$ cat config.mk
export PLATFORM = sky130hd
export DESIGN_NAME = center_capture
export DESIGN_NICKNAME = d
export VERILOG_FILES = /design/src/rtl/center_capture_pkg.sv /design/src/rtl/cc_fall_sampler.sv /design/src/rtl/cc_rise_retimer.sv /design/src/rtl/cc_group_bank.sv /design/src/rtl/center_capture.sv
export SDC_FILE = /design/constraint.sdc
export NUM_CORES = 1
export LEC_CHECK = 0
export BUFFER_PORTS_ARGS = -buffer_cell sky130_fd_sc_hd__clkbuf_2
export CAP_MARGIN = 20
export CORE_ASPECT_RATIO = 1.4
export CORE_UTILIZATION = 52
export CTS_CLUSTER_SIZE = 24
export DETAILED_ROUTE_END_ITERATION = 8
export PLACE_DENSITY = 0.81
export SLEW_MARGIN = 0
export SYNTH_ARGS = -nofsm -noshare
export SYNTH_HDL_FRONTEND = slang
export SYNTH_SLANG_ARGS = --single-unit
$ cat constraint.sdc
create_clock -name clk_i -period 2.7 [get_ports clk_i]
set_input_delay 0.675 -clock clk_i [delete_from_list [all_inputs] [get_ports clk_i]]
set_output_delay 0.675 -clock clk_i [all_outputs]
set_load 0.02 [all_outputs]
$ cat src/rtl/center_capture_pkg.sv
package center_capture_pkg;
  localparam int unsigned DEF_GROUPS  = 4;
  localparam int unsigned DEF_GROUP_W = 8;
endpackage

$ cat src/rtl/cc_fall_sampler.sv
module cc_fall_sampler #(
  parameter int unsigned WIDTH = 8
) (
  input  logic             clk_i,
  input  logic             rst_ni,
  input  logic [WIDTH-1:0] d_i,
  output logic [WIDTH-1:0] q_o
);
  // mid-period capture of the sender's rising-edge launch
  always_ff @(negedge clk_i or negedge rst_ni) begin
    if (!rst_ni) q_o <= '0;
    else         q_o <= d_i;
  end
endmodule

$ cat src/rtl/cc_rise_retimer.sv
module cc_rise_retimer #(
  parameter int unsigned WIDTH = 8
) (
  input  logic             clk_i,
  input  logic             rst_ni,
  input  logic [WIDTH-1:0] d_i,
  output logic [WIDTH-1:0] q_o
);
  always_ff @(posedge clk_i or negedge rst_ni) begin
    if (!rst_ni) q_o <= '0;
    else         q_o <= d_i;
  end
endmodule

$ cat src/rtl/cc_group_bank.sv
module cc_group_bank #(
  parameter int unsigned N_GROUPS = 4,
  parameter int unsigned GROUP_W  = 8,
  localparam int unsigned TOT_W   = N_GROUPS * GROUP_W
) (
  input  logic                clk_i,
  input  logic                rst_ni,
  input  logic [TOT_W-1:0]    data_i,
  input  logic [N_GROUPS-1:0] en_i,
  input  logic                stb_i,
  output logic [TOT_W-1:0]    grp_o,
  output logic                done_o
);
  for (genvar g = 0; g < N_GROUPS; g++) begin : g_grp
    logic [GROUP_W-1:0] grp_q;
    always_ff @(posedge clk_i or negedge rst_ni) begin
      if (!rst_ni)                grp_q <= '0;
      else if (stb_i && en_i[g])  grp_q <= data_i[g*GROUP_W +: GROUP_W];
    end
    assign grp_o[g*GROUP_W +: GROUP_W] = grp_q;
  end

  // aligned with the group update edge
  always_ff @(posedge clk_i or negedge rst_ni) begin
    if (!rst_ni) done_o <= 1'b0;
    else         done_o <= stb_i && (|en_i);
  end
endmodule

$ cat src/rtl/center_capture.sv
module center_capture
  import center_capture_pkg::*;
#(
  parameter int unsigned N_GROUPS = DEF_GROUPS,
  parameter int unsigned GROUP_W  = DEF_GROUP_W,
  localparam int unsigned TOT_W   = N_GROUPS * GROUP_W,
  localparam int unsigned CAP_W   = TOT_W + N_GROUPS + 1
) (
  input  logic                clk_i,
  input  logic                rst_ni,
  input  logic [TOT_W-1:0]    data_i,
  input  logic [N_GROUPS-1:0] en_i,
  input  logic                stb_i,
  output logic [TOT_W-1:0]    grp_o,
  output logic                load_done_o
);
  logic [CAP_W-1:0]    fall_q, rise_q;
  logic [TOT_W-1:0]    data_r;
  logic [N_GROUPS-1:0] en_r;
  logic                stb_r;

  cc_fall_sampler #(.WIDTH(CAP_W)) u_fall (
    .clk_i (clk_i),
    .rst_ni(rst_ni),
    .d_i   ({stb_i, en_i, data_i}),
    .q_o   (fall_q)
  );

  cc_rise_retimer #(.WIDTH(CAP_W)) u_rise (
    .clk_i (clk_i),
    .rst_ni(rst_ni),
    .d_i   (fall_q),
    .q_o   (rise_q)
  );

  assign {stb_r, en_r, data_r} = rise_q;

  cc_group_bank #(.N_GROUPS(N_GROUPS), .GROUP_W(GROUP_W)) u_bank (
    .clk_i (clk_i),
    .rst_ni(rst_ni),
    .data_i(data_r),
    .en_i  (en_r),
    .stb_i (stb_r),
    .grp_o (grp_o),
    .done_o(load_done_o)
  );
endmodule

==> metrics <==
maximum clock path buffer count 2; final worst setup slack between 0.7 and 0.8 ns; Detailed Place HPWL between 2 and 3 mm; fillers roughly 390; Initial Utilization 0.5500; Top Ports 72; setup violators final 0; clock skew 0.01671 ns; Static Leakage 1.830 nW; Antenna diodes 0; Clk Latency, worst-skew pair 0.34 ns; cts repair resizes 0; synthesized area per cell ~21 sq um; CTS tree done; vias post-DR approximately 1400; critical-path cell list clkbuf_2; outcome finished clean; setup slack at placement about 0.42 ns; pin count of the biggest net entering global routing 36; syn nets between 150 and 200; worst-path fanout max 1; critical path class in -> reg; Core Area approximately 5600 sq um; flop and latch count out of synthesis 107; postcts setup bufs 0; # hold bufs at CTS 0; routed wire length roughly 4.1 mm; Pre-antenna DRT Iters 3; Residual DRC 0; Final ANT Viol Nets 0; Worst Path Required 1.53 ns; crit path launch type primary input; pwr dens around 800 nW/um^2; number of port buffers approximately 70; crit path DAT approximately 0.76 ns; Remaining Overflow, GRT 0; slowest cell delay on critical path roughly 0.09 ns; Clock Sink Count 107; worst hold path class in -> async; first-pass GRT wire length about 6.6 mm; DR vias/cell between 4 and 5; Root Driver clkbuf_8; die extent in y ~93 microns; peak supply drop 0.5631 mV; Post-Syn Area 3083 sq um; chip width 67.08 microns; final hold violations 0; Starting DRT DRC Count 34; Final nets 269; RSZ-0062 raised after global routing false; H-tree lvl count 3; wire length per cell around 14 microns; WP buf/inv 1; setup TNS 0 ns; post-synth top area share 0.5682; slowest CP cell clkbuf_2; crit path capture type flip-flop; layout cells sized above 1 0.5362; number of CTS-inserted buffers 9; vias in the first global route around 1400; GR Util All Layers 0.1554; Rows 32; Tightest Pin Transition ~0.26 ns; total power a little over 3 mW; Final GP Congestion 0.7013; CP top delay family buffers and inverters; Max-cap violations 0; Max Slew Vio Count 0; Cell variety after synth 6; Post-Syn Instances roughly 150; largest cells by area after synthesis dfrtp_1 (57%), dfrtn_1 (30%), mux2_2 (12%), nand2_2 (0.81%), o41a_2 (0.41%); YS warnings 0; Layout area overhead 22.93%; Seq/Total Area, Yosys 0.8685; Yosys top cell by area dfrtp_1; Max transition margin 0.8293; die area around 6200 sq um; initial antenna violation count 0; clock slew seen by the registers of the worst setup and hold paths 0.08 ns; post-layout util 0.6761
## where the power goes
part           leakage [nW]  total, mW  switching, mW  internal (mW)
Clock                 0.110      0.981          0.449          0.532
Sequential             1.25       1.79         0.0520           1.73
Combinational         0.470      0.319          0.186          0.134
Total                  1.83       3.09          0.687           2.40
## flip-flops by register name, summed over array words and instances (netlist names)
name,flops
u_fall.q_o,37
u_rise.q_o,37
u_bank.g_grp.grp_q,32
u_bank.done_o,1
## through the flow
stage,cell area (sq um),hold WS (ns),std cells
floorplan,3083,0.3794,145
global placement,3573,0.4572,287
detailed placement,3573,0.4657,287
CTS,3790,0.3796,303
global route,3790,0.3939,303
finish,3790,0.3837,303
## logic make-up (layout without fill, tap and decap cells)
group                  Yosys count  count (layout)  synth area share
multiplexers                    32              32            0.1169
flip-flops                     107             107            0.8685
AND/OR/NAND/NOR                  4               4          0.008116
AO/OA/AOI/OAI                    1               1          0.004058
buffers and inverters            1              91          0.002436
## layer usage
metal  part of all wire  vias to the layer above  track usage
li1                   -                      646            -
met1               0.40                      702       0.1797
met2               0.55                       32       0.2467
met3              0.033                        7      0.04146
met4              0.018                        0       0.1064
met5                  0                        -            0
## cell usage in the layout, fill, tap and decap left out
cell	Yosys	routed
buf_12	0	2
clkbuf_8	0	13
clkbuf_1	0	2
bufinv_16	0	1
mux2_2	32	32
clkbuf_2	0	70
nand2_2	4	4
dfrtp_1	70	70
buf_4	1	3
dfrtn_1	37	37
o41a_2	1	1
## synthesized netlist by cell type
| cell | n |
|---|---|
| buf_4 | 1 |
| dfrtn_1 | 37 |
| dfrtp_1 | 70 |
| mux2_2 | 32 |
| nand2_2 | 4 |
| o41a_2 | 1 |
## final timing paths
| path | slack, ns | end | depth (start not counted) | startpoint |
|---|---|---|---|---|
| worst max-delay path | 0.77 | u_fall.q_o[27] | 1 | data_i[27] |
| worst min-delay path | 0.38 | u_rise.q_o[28] | 2 | rst_ni |
| worst max register to register | 0.90 | u_rise.q_o[11] | 0 | u_fall.q_o[11] |
| worst min register to register | 0.47 | u_bank.g_grp[2].grp_q[2] | 1 | u_rise.q_o[18] |
| max in group asynchronous | 0.85 | u_fall.q_o[12] | 2 | rst_ni |
| min in group clk_i | 0.47 | u_bank.g_grp[2].grp_q[2] | 1 | u_rise.q_o[18] |
## final cells by class
type                    instances  area [sq um]  area share
repair buffers                 75         412.9      0.1089
clock buffers                  15         186.4     0.04919
clock inverters                 1         30.03    0.007923
flip-flops and latches        107          2678      0.7065
well taps                      68         85.08     0.02245
multi-input cells              37         397.9      0.1050
Power figures use the tool's default switching activity.
